**src/rtl/nseq_pkg.sv**
```systemverilog
// Shared definitions for the NAND command sequencer: register indices,
// field positions and the sequencer state encoding.
package nseq_pkg;
    localparam int REG_AW    = 3;
    localparam int ADDR_SLOTS = 8;

    localparam logic [REG_AW-1:0] RI_CTRL1 = 3'd0;
    localparam logic [REG_AW-1:0] RI_CTRL2 = 3'd1;
    localparam logic [REG_AW-1:0] RI_STAT  = 3'd2;
    localparam logic [REG_AW-1:0] RI_FLAG  = 3'd3;
    localparam logic [REG_AW-1:0] RI_DLEN  = 3'd4;
    localparam logic [REG_AW-1:0] RI_ADRLO = 3'd5;
    localparam logic [REG_AW-1:0] RI_ADRHI = 3'd6;

    localparam int F_GO      = 31;
    localparam int F_ALEN_EN = 30;
    localparam int F_ALEN_LO = 27;
    localparam int F_RD      = 26;
    localparam int F_WR      = 25;
    localparam int F_CSEL    = 19;
    localparam int F_CMD2_EN = 8;
    localparam int F_ECC_AUTO = 30;
    localparam int F_ECC_2K  = 29;
    localparam int F_ECC_RS  = 27;
    localparam int F_FL_CMD  = 31;
    localparam int F_FL_DAT  = 28;
    localparam int F_ST_RB   = 30;

    typedef enum logic [2:0] {
        SQ_IDLE, SQ_CMD1, SQ_ADDR, SQ_CMD2, SQ_WAIT, SQ_RDAT, SQ_WDAT
    } sq_state_t;
endpackage

```
**src/rtl/nseq_regs.sv**
```systemverilog
// Register file of the sequencer: control words, address words, byte
// count, write-one-to-clear completion flags and status readback.
// Assumes one register write per cycle and combinational reads.
module nseq_regs
    import nseq_pkg::*;
#(
    parameter int LEN_W = 16
) (
    input  logic              clk,
    input  logic              rst_n,
    input  logic              reg_wr,
    input  logic [REG_AW-1:0] reg_waddr,
    input  logic [31:0]       reg_wdata,
    input  logic [REG_AW-1:0] reg_raddr,
    output logic [31:0]       reg_rdata,
    input  logic              busy,
    input  logic              rb,
    input  logic              ev_cmd,
    input  logic              ev_dat,
    output logic              start,
    output logic [31:0]       ctrl1_q,
    output logic [31:0]       ctrl2_q,
    output logic [LEN_W-1:0]  dlen_q,
    output logic [31:0]       adrlo_q,
    output logic [31:0]       adrhi_q,
    output logic              irq_o,
    output logic              ecc_clr
);
    logic flag_cmd_q, flag_dat_q;
    logic wr_c1, wr_c2, wr_fl;

    assign wr_c1 = reg_wr && (reg_waddr == RI_CTRL1);
    assign wr_c2 = reg_wr && (reg_waddr == RI_CTRL2);
    assign wr_fl = reg_wr && (reg_waddr == RI_FLAG);
    assign start = wr_c1 && reg_wdata[F_GO] && !busy;

    // Holds the software-written words; primary control is frozen while busy.
    always_ff @(posedge clk) begin
        if (!rst_n) begin
            ctrl1_q <= '0;
            ctrl2_q <= '0;
            dlen_q  <= '0;
            adrlo_q <= '0;
            adrhi_q <= '0;
            ecc_clr <= 1'b0;
        end else begin
            if (wr_c1 && !busy)                      ctrl1_q <= reg_wdata;
            if (wr_c2)                               ctrl2_q <= reg_wdata;
            if (reg_wr && reg_waddr == RI_DLEN)      dlen_q  <= reg_wdata[LEN_W-1:0];
            if (reg_wr && reg_waddr == RI_ADRLO)     adrlo_q <= reg_wdata;
            if (reg_wr && reg_waddr == RI_ADRHI)     adrhi_q <= reg_wdata;
            ecc_clr <= wr_c2 && (reg_wdata == 32'h0);
        end
    end

    // Completion flags: set by sequencer events, cleared by writing one.
    always_ff @(posedge clk) begin
        if (!rst_n) begin
            flag_cmd_q <= 1'b0;
            flag_dat_q <= 1'b0;
        end else begin
            flag_cmd_q <= ev_cmd || (flag_cmd_q && !(wr_fl && reg_wdata[F_FL_CMD]));
            flag_dat_q <= ev_dat || (flag_dat_q && !(wr_fl && reg_wdata[F_FL_DAT]));
        end
    end

    assign irq_o = flag_cmd_q || flag_dat_q;

    // Read multiplexer.
    always_comb begin
        reg_rdata = '0;
        unique case (reg_raddr)
            RI_CTRL1: reg_rdata = ctrl1_q;
            RI_CTRL2: reg_rdata = ctrl2_q;
            RI_STAT: begin
                reg_rdata[F_ST_RB] = rb;
                reg_rdata[0]       = busy;
            end
            RI_FLAG: begin
                reg_rdata[F_FL_CMD] = flag_cmd_q;
                reg_rdata[F_FL_DAT] = flag_dat_q;
            end
            RI_DLEN:  reg_rdata[LEN_W-1:0] = dlen_q;
            RI_ADRLO: reg_rdata = adrlo_q;
            RI_ADRHI: reg_rdata = adrhi_q;
            default:  reg_rdata = '0;
        endcase
    end

    AST_CTRL1_HELD: assert property (@(posedge clk) disable iff (!rst_n)
        (busy && wr_c1) |=> $stable(ctrl1_q));
    AST_FLAG_CLEARS: assert property (@(posedge clk) disable iff (!rst_n)
        (wr_fl && reg_wdata[F_FL_CMD] && !ev_cmd) |=> !flag_cmd_q);
    AST_FLAG_SETS: assert property (@(posedge clk) disable iff (!rst_n)
        ev_dat |=> flag_dat_q);
endmodule

```
**src/rtl/nseq_fsm.sv**
```systemverilog
// Phase sequencer: opening command, address cycles, write data, closing
// command, guarded ready wait, read data. One bus cycle per clock.
// Assumes control registers stay stable while busy (enforced for ctrl1).
module nseq_fsm
    import nseq_pkg::*;
#(
    parameter int LEN_W     = 16,
    parameter int GUARD_CYC = 2
) (
    input  logic             clk,
    input  logic             rst_n,
    input  logic             start,
    input  logic [31:0]      ctrl1_q,
    input  logic [31:0]      ctrl2_q,
    input  logic [LEN_W-1:0] dlen_q,
    input  logic             rb,
    output sq_state_t        st,
    output logic [LEN_W-1:0] cnt,
    output logic             busy,
    output logic             ev_cmd,
    output logic             ev_dat
);
    localparam logic [LEN_W-1:0] GUARD_L = LEN_W'(GUARD_CYC);

    sq_state_t        nxt, post_addr;
    logic [LEN_W-1:0] cnt_d;
    logic             is_rd, is_wr, has_cmd2, len_zero, post_dat_evt;

    assign is_rd    = ctrl1_q[F_RD];
    assign is_wr    = ctrl1_q[F_WR] && !ctrl1_q[F_RD];
    assign has_cmd2 = ctrl2_q[F_CMD2_EN];
    assign len_zero = (dlen_q == '0);
    assign busy     = (st != SQ_IDLE);

    // Phase that follows the address cycles.
    always_comb begin
        post_addr    = has_cmd2 ? SQ_CMD2 : SQ_WAIT;
        post_dat_evt = 1'b0;
        if (is_wr && !len_zero) post_addr    = SQ_WDAT;
        if (is_wr && len_zero)  post_dat_evt = 1'b1;
    end

    // Next-state, counter and completion-event logic.
    always_comb begin
        nxt    = st;
        cnt_d  = cnt;
        ev_cmd = 1'b0;
        ev_dat = 1'b0;
        unique case (st)
            SQ_IDLE: if (start) begin
                nxt   = SQ_CMD1;
                cnt_d = '0;
            end
            SQ_CMD1: begin
                cnt_d = '0;
                if (ctrl1_q[F_ALEN_EN]) nxt = SQ_ADDR;
                else begin
                    nxt    = post_addr;
                    ev_dat = post_dat_evt;
                end
            end
            SQ_ADDR: begin
                cnt_d = cnt + 1'b1;
                if (cnt == LEN_W'(ctrl1_q[F_ALEN_LO +: 3])) begin
                    nxt    = post_addr;
                    cnt_d  = '0;
                    ev_dat = post_dat_evt;
                end
            end
            SQ_WDAT: begin
                cnt_d = cnt + 1'b1;
                if (cnt == dlen_q - 1'b1) begin
                    nxt    = has_cmd2 ? SQ_CMD2 : SQ_WAIT;
                    cnt_d  = '0;
                    ev_dat = 1'b1;
                end
            end
            SQ_CMD2: begin
                nxt   = SQ_WAIT;
                cnt_d = '0;
            end
            SQ_WAIT: begin
                if (cnt < GUARD_L) cnt_d = cnt + 1'b1;
                else if (rb) begin
                    ev_cmd = 1'b1;
                    cnt_d  = '0;
                    if (is_rd && !len_zero) nxt = SQ_RDAT;
                    else begin
                        nxt    = SQ_IDLE;
                        ev_dat = is_rd;
                    end
                end
            end
            SQ_RDAT: begin
                cnt_d = cnt + 1'b1;
                if (cnt == dlen_q - 1'b1) begin
                    nxt    = SQ_IDLE;
                    ev_dat = 1'b1;
                end
            end
            default: nxt = SQ_IDLE;
        endcase
    end

    // State and counter registers.
    always_ff @(posedge clk) begin
        if (!rst_n) begin
            st  <= SQ_IDLE;
            cnt <= '0;
        end else begin
            st  <= nxt;
            cnt <= cnt_d;
        end
    end

    AST_START_OPENS: assert property (@(posedge clk) disable iff (!rst_n)
        start |=> (st == SQ_CMD1));
    AST_READ_AFTER_READY: assert property (@(posedge clk) disable iff (!rst_n)
        (st == SQ_RDAT && $past(st) == SQ_WAIT) |-> $past(rb));
    AST_NO_OVERRUN: assert property (@(posedge clk) disable iff (!rst_n)
        (st == SQ_RDAT || st == SQ_WDAT) |-> (cnt < dlen_q));
    AST_DATA_FLAG_SEL: assert property (@(posedge clk) disable iff (!rst_n)
        ev_dat |-> (ctrl1_q[F_RD] || ctrl1_q[F_WR]));
endmodule

```
**src/rtl/nseq_bus.sv**
```systemverilog
// Flash pin driver: maps the sequencer state to latch enables, strobes,
// the outgoing byte and chip enables. Address bytes are gathered from the
// two address words by slot.
module nseq_bus
    import nseq_pkg::*;
#(
    parameter int LEN_W = 16
) (
    input  logic             clk,
    input  logic             rst_n,
    input  sq_state_t        st,
    input  logic [LEN_W-1:0] cnt,
    input  logic [31:0]      ctrl1_q,
    input  logic [31:0]      ctrl2_q,
    input  logic [31:0]      adrlo_q,
    input  logic [31:0]      adrhi_q,
    input  logic [7:0]       wdat_in,
    input  logic [7:0]       fl_dq_in,
    output logic [1:0]       fl_ce_n,
    output logic             fl_cle,
    output logic             fl_ale,
    output logic             fl_we,
    output logic             fl_re,
    output logic [7:0]       fl_dq_out,
    output logic             wdat_take,
    output logic [7:0]       rdat_out,
    output logic             rdat_valid
);
    localparam int SLOT_W = $clog2(ADDR_SLOTS);

    logic [7:0] slot_byte [ADDR_SLOTS];

    for (genvar g = 0; g < ADDR_SLOTS; g++) begin : g_slot
        if (g < 2) begin : g_lo
            assign slot_byte[g] = adrlo_q[8*g +: 8];
        end else if (g < 6) begin : g_hi
            assign slot_byte[g] = adrhi_q[8*(g-2) +: 8];
        end else begin : g_pad
            assign slot_byte[g] = 8'h00;
        end
    end

    // Pin levels per phase.
    always_comb begin
        fl_cle    = 1'b0;
        fl_ale    = 1'b0;
        fl_we     = 1'b0;
        fl_re     = 1'b0;
        fl_dq_out = 8'h00;
        unique case (st)
            SQ_CMD1: begin fl_cle = 1'b1; fl_we = 1'b1; fl_dq_out = ctrl1_q[7:0]; end
            SQ_ADDR: begin fl_ale = 1'b1; fl_we = 1'b1; fl_dq_out = slot_byte[cnt[SLOT_W-1:0]]; end
            SQ_CMD2: begin fl_cle = 1'b1; fl_we = 1'b1; fl_dq_out = ctrl2_q[7:0]; end
            SQ_WDAT: begin fl_we = 1'b1; fl_dq_out = wdat_in; end
            SQ_RDAT: fl_re = 1'b1;
            default: ;
        endcase
    end

    assign fl_ce_n    = (st == SQ_IDLE) ? 2'b11 : (ctrl1_q[F_CSEL] ? 2'b01 : 2'b10);
    assign wdat_take  = (st == SQ_WDAT);
    assign rdat_valid = (st == SQ_RDAT);
    assign rdat_out   = fl_dq_in;

    AST_LATCH_EXCL: assert property (@(posedge clk) disable iff (!rst_n)
        !(fl_cle && fl_ale));
    AST_CE_RELEASED: assert property (@(posedge clk) disable iff (!rst_n)
        (st == SQ_IDLE) |-> (fl_ce_n == 2'b11));
endmodule

```
**src/rtl/nand_cmd_seq.sv**
```systemverilog
// Top of the NAND command sequencer: register file, phase sequencer and
// pin driver. Assumes a single clock and synchronous active-low reset.
module nand_cmd_seq
    import nseq_pkg::*;
#(
    parameter int LEN_W     = 16,
    parameter int GUARD_CYC = 2
) (
    input  logic        clk,
    input  logic        rst_n,
    input  logic        reg_wr,
    input  logic [2:0]  reg_waddr,
    input  logic [31:0] reg_wdata,
    input  logic [2:0]  reg_raddr,
    output logic [31:0] reg_rdata,
    output logic        irq_o,
    output logic [2:0]  ecc_cfg,
    output logic        ecc_clr,
    output logic [1:0]  fl_ce_n,
    output logic        fl_cle,
    output logic        fl_ale,
    output logic        fl_we,
    output logic        fl_re,
    output logic [7:0]  fl_dq_out,
    input  logic [7:0]  fl_dq_in,
    input  logic        fl_rb,
    input  logic [7:0]  wdat_in,
    output logic        wdat_take,
    output logic [7:0]  rdat_out,
    output logic        rdat_valid
);
    sq_state_t        st;
    logic [LEN_W-1:0] cnt, dlen_q;
    logic [31:0]      ctrl1_q, ctrl2_q, adrlo_q, adrhi_q;
    logic             busy, start, ev_cmd, ev_dat;

    assign ecc_cfg = {ctrl2_q[F_ECC_AUTO], ctrl2_q[F_ECC_2K], ctrl2_q[F_ECC_RS]};

    nseq_regs #(.LEN_W(LEN_W)) u_regs (
        .clk(clk), .rst_n(rst_n), .reg_wr(reg_wr), .reg_waddr(reg_waddr),
        .reg_wdata(reg_wdata), .reg_raddr(reg_raddr), .reg_rdata(reg_rdata),
        .busy(busy), .rb(fl_rb), .ev_cmd(ev_cmd), .ev_dat(ev_dat),
        .start(start), .ctrl1_q(ctrl1_q), .ctrl2_q(ctrl2_q), .dlen_q(dlen_q),
        .adrlo_q(adrlo_q), .adrhi_q(adrhi_q), .irq_o(irq_o), .ecc_clr(ecc_clr)
    );

    nseq_fsm #(.LEN_W(LEN_W), .GUARD_CYC(GUARD_CYC)) u_fsm (
        .clk(clk), .rst_n(rst_n), .start(start), .ctrl1_q(ctrl1_q),
        .ctrl2_q(ctrl2_q), .dlen_q(dlen_q), .rb(fl_rb), .st(st), .cnt(cnt),
        .busy(busy), .ev_cmd(ev_cmd), .ev_dat(ev_dat)
    );

    nseq_bus #(.LEN_W(LEN_W)) u_bus (
        .clk(clk), .rst_n(rst_n), .st(st), .cnt(cnt), .ctrl1_q(ctrl1_q),
        .ctrl2_q(ctrl2_q), .adrlo_q(adrlo_q), .adrhi_q(adrhi_q),
        .wdat_in(wdat_in), .fl_dq_in(fl_dq_in), .fl_ce_n(fl_ce_n),
        .fl_cle(fl_cle), .fl_ale(fl_ale), .fl_we(fl_we), .fl_re(fl_re),
        .fl_dq_out(fl_dq_out), .wdat_take(wdat_take), .rdat_out(rdat_out),
        .rdat_valid(rdat_valid)
    );
endmodule

```
**config.mk**
```make
export PLATFORM = sky130hd
export DESIGN_NAME = nand_cmd_seq
export DESIGN_NICKNAME = d
export VERILOG_FILES = /design/src/rtl/nseq_pkg.sv /design/src/rtl/nseq_regs.sv /design/src/rtl/nseq_fsm.sv /design/src/rtl/nseq_bus.sv /design/src/rtl/nand_cmd_seq.sv
export SDC_FILE = /design/constraint.sdc
export NUM_CORES = 1
export LEC_CHECK = 0
export BUFFER_PORTS_ARGS = -buffer_cell sky130_fd_sc_hd__buf_4
export CORE_UTILIZATION = 60
export CTS_CLUSTER_DIAMETER = 100
export CTS_CLUSTER_SIZE = 24
export DETAILED_ROUTE_END_ITERATION = 10
export GPL_ROUTABILITY_DRIVEN = 1
export PLACE_DENSITY_LB_ADDON = 0.2
export SLEW_MARGIN = 20
export SYNTH_ARGS = -nofsm -noshare
export SYNTH_HDL_FRONTEND = slang
export SYNTH_SLANG_ARGS = --single-unit
```
**constraint.sdc**
```tcl
create_clock -name clk -period 7.19 [get_ports clk]
set_input_delay 0.3595 -clock clk [delete_from_list [all_inputs] [get_ports clk]]
set_output_delay 0.3595 -clock clk [all_outputs]
set_load 0.1 [all_outputs]
```
== Word level (Yosys, flattened, before mapping) ==
Index checks and enable logic that the tools add are counted.

* Logic and storage cells: 124
* Input bits: 58
* Output and inout bits: 61
* Register bits: 166

* Magnitude comparators: 2
* Bitwise gates (word level): 1
* Add/subtract/negate cells: 2
* Reduce and logical (&&, ||, !) cells: 38
* Equality and inequality tests: 26
* Muxes and demuxes: 45

{| class="wikitable"
|+ Operators with widths
! kind !! count
|-
| one-hot mux 16 bit (6 select lines) || 1
|-
| 2-to-1 mux 16 bit || 5
|-
| one-hot mux 15 bit (5 select lines) || 1
|-
| one-hot mux 12 bit (4 select lines) || 1
|-
| zero test 32 bit || 1
|-
| one-hot mux 8 bit (4 select lines) || 1
|-
| 2-to-1 mux 3 bit || 10
|-
| equality test 3 bit (second input constant) || 9
|-
| binary-select mux 8 bit (select 3 bit) || 1
|-
| one-hot mux 3 bit (7 select lines) || 1
|-
| logical AND 1 bit || 18
|-
| adder 16 x 1 -> 16 bit (second input constant) || 1
|-
| equality test 16 bit || 1
|-
| equality test 16 x 3 -> 1 bit || 1
|-
| zero test 16 bit || 1
|-
| less-than comparator 16 x 2 -> 1 bit (second input constant) || 1
|-
| 2-to-1 mux 8 bit || 2
|-
| subtractor 16 x 1 -> 16 bit (second input constant) || 1
|-
| equality test 3 x 2 -> 1 bit (second input constant) || 5
|-
| one-hot mux 1 bit (5 select lines) || 3
|-
| 2-to-1 mux 1 bit || 14
|-
| equality test 3 x 1 -> 1 bit (second input constant) || 3
|-
| zero test 3 bit || 3
|-
| != test 2 bit (second input constant) || 4
|-
| 15 further kinds || 25
|}

== Longest topological paths before layout ==
* Depth after elaboration: 8
* Gate-level depth with buffers: 12
* Depth with buffers taken out: 10

== Cells and area by module ==
Synthesis repeated with hierarchy kept, for this count alone.

* Cell total of the unflattened synthesis: 1159
* Area total of the unflattened synthesis: 9218.8 um^2

{| class="wikitable"
|+ Modules (own cells, without submodules)
! module !! instances !! seq. area each (um^2) !! cells an instance !! area each (um^2)
|-
| nseq_regs || 1 || 2942.8 || 815 || 6468.7
|-
| nseq_fsm || 1 || 380.4 || 268 || 2004.4
|-
| nseq_bus || 1 || 0.0 || 76 || 745.7
|}

== Worst setup path after synthesis ==
No wires, ideal clock.

* Path kind: flip-flop to output port
* Start point: reg u_fsm.st[0]
* End point: out fl_dq_out[0]
* Path buffers: 1
* Path slack: 2574 ps
* Cell stages (with the launch flop): 4
* Arrival time: 4257 ps
* Cells stage by stage: dfxtp_1 clkbuf_1 nor3b_1 a221o_1

* Word-level cells in the longest chain between the ends: 2
* Elaborated cells on any way between the ends: 5
* Classes of those cells: 4 x eq/ne; 1 x mux

{| class="wikitable"
|+ Ends and longest elaborated chain
! element !! RTL line !! RTL
|-
| from (decl) || nseq_fsm.sv:17 || <nowiki>output sq_state_t st,</nowiki>
|-
| from (signal assigned) || nseq_fsm.sv:111 || <nowiki>st <= nxt;</nowiki>
|-
| equality test 3 bit (tied with other cells) || nseq_bus.sv:50 || <nowiki>unique case (st)</nowiki>
|-
| one-hot mux 8 bit (4 select lines) (*) || nseq_bus.sv:50 ||
|-
| to (decl) || nand_cmd_seq.sv:24 || <nowiki>output logic [7:0] fl_dq_out,</nowiki>
|}

Mark *: on every way between the ends. The rest lies on a longest branch, timed or not.

== Worst setup path in the final report ==
* Start point: reg u_regs.dlen_q[0]
* End point: reg u_fsm.cnt[14]

* Word-level cells in the longest chain between the ends: 4

{| class="wikitable"
|+ Ends and longest elaborated chain
! element !! RTL line !! RTL
|-
| from (decl) || nseq_regs.sv:23 || <nowiki>output logic [LEN_W-1:0] dlen_q,</nowiki>
|-
| from (signal assigned) || nseq_regs.sv:49 || <nowiki>if (reg_wr && reg_waddr == RI_DLEN) dlen_q <= reg_wdata[LEN_W-1:0];</nowiki>
|-
| subtractor 16 x 1 -> 16 bit || nseq_fsm.sv:72 || <nowiki>if (cnt == dlen_q - 1'b1) begin</nowiki>
|-
| equality test 16 bit || nseq_fsm.sv:72 ||
|-
| 2-to-1 mux 16 bit || nseq_fsm.sv:72 ||
|-
| one-hot mux 16 bit (6 select lines) || nseq_fsm.sv:49 || <nowiki>unique case (st)</nowiki>
|-
| to (signal assigned) || nseq_fsm.sv:112 || <nowiki>cnt <= cnt_d;</nowiki>
|-
| to (decl) || nseq_fsm.sv:18 || <nowiki>output logic [LEN_W-1:0] cnt,</nowiki>
|}

No other way between the ends.
A chain may end at the register's enable or synchronous reset.

==> results.toml <==
[run_status]
outcome = "finished, violations left"
violations = "design-rule violations"

[floorplan]
die_h_um = 126
rows = 44
dieArea_sq_um = 15800
io_pins = 119
chipWidth_um = 126
initial_core_util_pct = 62.3
core_sq_um = 14700

[run]
max-cap-violations = 0

[clocking]
postCtsSetupRepairBufs = 0
cts.root.buffer_cell = "clkbuf_16"
cts_hold_buf = 0
cts_max_path_buffers = 2
cts.repair.resized = 0
clkTransAtPathRegs_ns = 0.07
cts_inserted_buffers = 17
htreeDepth = 4
cts.sinks = 166
cts_tree = "built"
clock_latency_ns = 0.43

[placement]
place.gp.congestion = 0.933
io_buffers = 102
post_dp_cell_area_sq_um = 9820
dp_hpwl_um = 18300

[global_route]
grt_pass1_vias = 8225
groute.usage.overall_pct = 36.6
antenna_found_initial = 0
grt_max_degree = 147
grt_pass1_wl_um = 45100
grt_remaining_overflow = 0

[detailed_routing]
first_iter_violations = 1270
vias = 8997
post_drt_wl_per_cell_um = 20.7
ant_nets = 0
drc = 9
viasPerCell = 6.51
wl_um = 28600
first_pass_iters = 11

[timing]
fin_crit_ns = 3.41
finalMaxSlewViolations = 0
clock_skew_ns = 0.0108
max_slew_margin_pct = 27.5
max_freq_mhz = 293
period_share_pct = 47.5
grt_setup_unrepaired = "false"
hold_viol = 0
setup_viol = 0
worst_pin_slew_ns = 1.09
fin_setup_tns_ns = 0

[layout]
num_antenna_cells = 0
finalNetCount = 1251
stdcell_area_sq_um = 10400
area_growth_pct = 13.3
final_layout_size_suffix_gt1_share_pct = 15.2

[synthesis]
syn-cell-area_sq_um = 9150
synth_cell_types = 66
ys_ff_latch = 166
avgSynthCellArea_sq_um = 7.93
synth-async-reset-ratio_pct = 0
seq_area_frac_synth_pct = 36.3
synthCells = 1154
synth_fp_nets = 1219
synth_flop_cell = "dfxtp_1"
ys_warn_count = 0
synth-edff-count = 0

[pwr]
leakage_nw = 3.72
pwr_density_cell_nw_per_um2 = 246
max-vdd-ir-drop_mv = 0.247

[setup_path]
r2r_start = "u_regs.dlen_q[0]$_SDFFE_PN0P_"
endpoint_kind = "flop"
crit_type = "flop to flop"
crit_fanout = 24
start_kind = "flop"
startpoint = "u_regs.dlen_q[0]$_SDFFE_PN0P_"
required_ns = 7.51
crit_arrival_ns = 3.74

[hold_path]
min_path_type = "primary input to flop"
hold_start = "reg_wdata[15]"
[routing by layer]
layer / vias up / share of wire [%] / track usage, %
met5: - / 0 / 0
met4: 0 / 3.8 / 16.2
met3: 87 / 9.9 / 6.29
met2: 553 / 46 / 56.7
met1: 4273 / 41 / 49.9
li1: 4084 / - / -
[through the flow]
step	utilization, %	instances	setup slack [ns]	hold WS (ns)	power (mW)
2_1_floorplan	-	1154	2.57	0.436	1.52
3_3_place_gp	66.8	1351	3.98	0.452	1.67
3_5_place_dp	66.8	1351	3.90	0.459	1.68
4_1_cts	70.5	1381	3.86	0.149	2.53
5_1_grt	70.5	1381	3.64	0.158	2.62
6_report	70.5	1381	3.78	0.160	2.55
[registers in the layout, summed over array words and instances, names as in the netlist]
register and count:
u_regs.ecc_clr 1, u_regs.ctrl1_q 32, u_fsm.st 3, u_regs.adrlo_q 32
u_fsm.cnt 16, u_regs.flag_cmd_q 1, u_regs.flag_dat_q 1, u_regs.dlen_q 16
u_regs.adrhi_q 32, u_regs.ctrl2_q 32
[worst max-delay path: stages, from the launching register on]
cell	delay, ns
dfxtp_1	0.36
inv_1	0.07
ha_1	0.23
or3b_1	0.46
or4_1	0.60
xnor2_1	0.16
a311o_1	0.39
a32oi_1	0.29
nand2_2	0.32
a21o_1	0.25
a22o_1	0.16
[cell type report]
cell class	instances	area [sq um]
clock buffer	23	478
sequential	166	3320
fill	1188	4330
multi-input combinational	862	5300
tap	184	230
timing repair buffer	118	890
clock inverter	7	71.3
inverter	21	78.8
[cells in the mapped netlist (6+ instances only)]
cell type / instances / area share (%)
clkbuf_1: 83 / 3.4
o21ai_0: 14 / 0.77
or3_1: 7 / 0.48
nand2b_1: 9 / 0.62
o22ai_1: 10 / 0.68
nor2b_1: 6 / 0.41
a22o_1: 19 / 1.8
nor4_1: 11 / 0.75
a21boi_0: 146 / 12
buf_4: 12 / 0.98
a31oi_1: 13 / 0.89
or4_1: 6 / 0.49
a222oi_1: 16 / 1.8
and3_1: 10 / 0.68
xnor2_1: 18 / 1.7
mux2_2: 17 / 2.1
xor2_1: 8 / 0.77
nor3_1: 9 / 0.49
nor2_1: 50 / 2.1
a221oi_1: 10 / 0.96
a221o_1: 8 / 0.88
a22oi_1: 7 / 0.57
mux4_2: 8 / 2.0
nand3_1: 21 / 1.1
inv_1: 19 / 0.78
buf_1: 6 / 0.25
dfxtp_1: 166 / 36
nand2_1: 320 / 13
mux2i_1: 25 / 2.7
ha_1: 7 / 0.96
o221ai_1: 8 / 0.77
a21oi_1: 28 / 1.5
[cell usage in the layout, fill, tap and decap left out, types with 7 or more instances in the layout]
| cell type | n |
|---|---|
| o221ai_1 | 8 |
| nand3_1 | 21 |
| and3_1 | 10 |
| ha_1 | 7 |
| a221o_1 | 8 |
| a221oi_1 | 10 |
| buf_4 | 117 |
| inv_1 | 19 |
| or3_1 | 7 |
| o21ai_0 | 14 |
| o22ai_1 | 10 |
| mux2_2 | 17 |
| a21boi_0 | 146 |
| a22oi_1 | 7 |
| xnor2_1 | 18 |
| nor2_1 | 48 |
| a22o_1 | 19 |
| mux2i_1 | 25 |
| clkbuf_16 | 17 |
| a31oi_1 | 13 |
| nand2b_1 | 9 |
| a21oi_1 | 27 |
| mux4_2 | 8 |
| nand2_1 | 320 |
| xor2_1 | 8 |
| a222oi_1 | 16 |
| nor3_1 | 9 |
| nor4_1 | 11 |
| dfxtp_1 | 166 |
[worst paths after layout]
path / endpoint / slack, ns / cells past startpoint
setup / recovery: u_fsm.cnt[14]$_SDFFE_PN0P_ / 3.78 / 10
hold / removal: u_regs.ecc_clr$_SDFF_PN0_ / 0.16 / 2
setup reg to reg: u_fsm.cnt[14]$_SDFFE_PN0P_ / 3.78 / 10
hold reg to reg: u_regs.ctrl1_q[11]$_SDFFE_PN0P_ / 0.47 / 2
[where the power goes]
group | leakage (nW) | switching, mW | internal, mW
registers | 1.34 | 0.0563 | 0.950
logic | 2.11 | 0.474 | 0.194
clock network | 0.273 | 0.373 | 0.501
total | 3.72 | 0.904 | 1.64
[kinds of logic (layout without fill, tap and decap cells)]
group | Yosys count | in the layout | share of synthesized area (%)
AOI/OAI and AO/OA | 305 | 305 | 25.1
xor gates and xnor gates | 26 | 26 | 2.49
adders and majority gates | 7 | 7 | 0.957
buffers and inverters | 126 | 169 | 5.89
DFF | 166 | 166 | 36.3
muxes | 50 | 50 | 6.80
and+or+nand+nor | 474 | 474 | 22.5
Power figures use the tool's default switching activity.
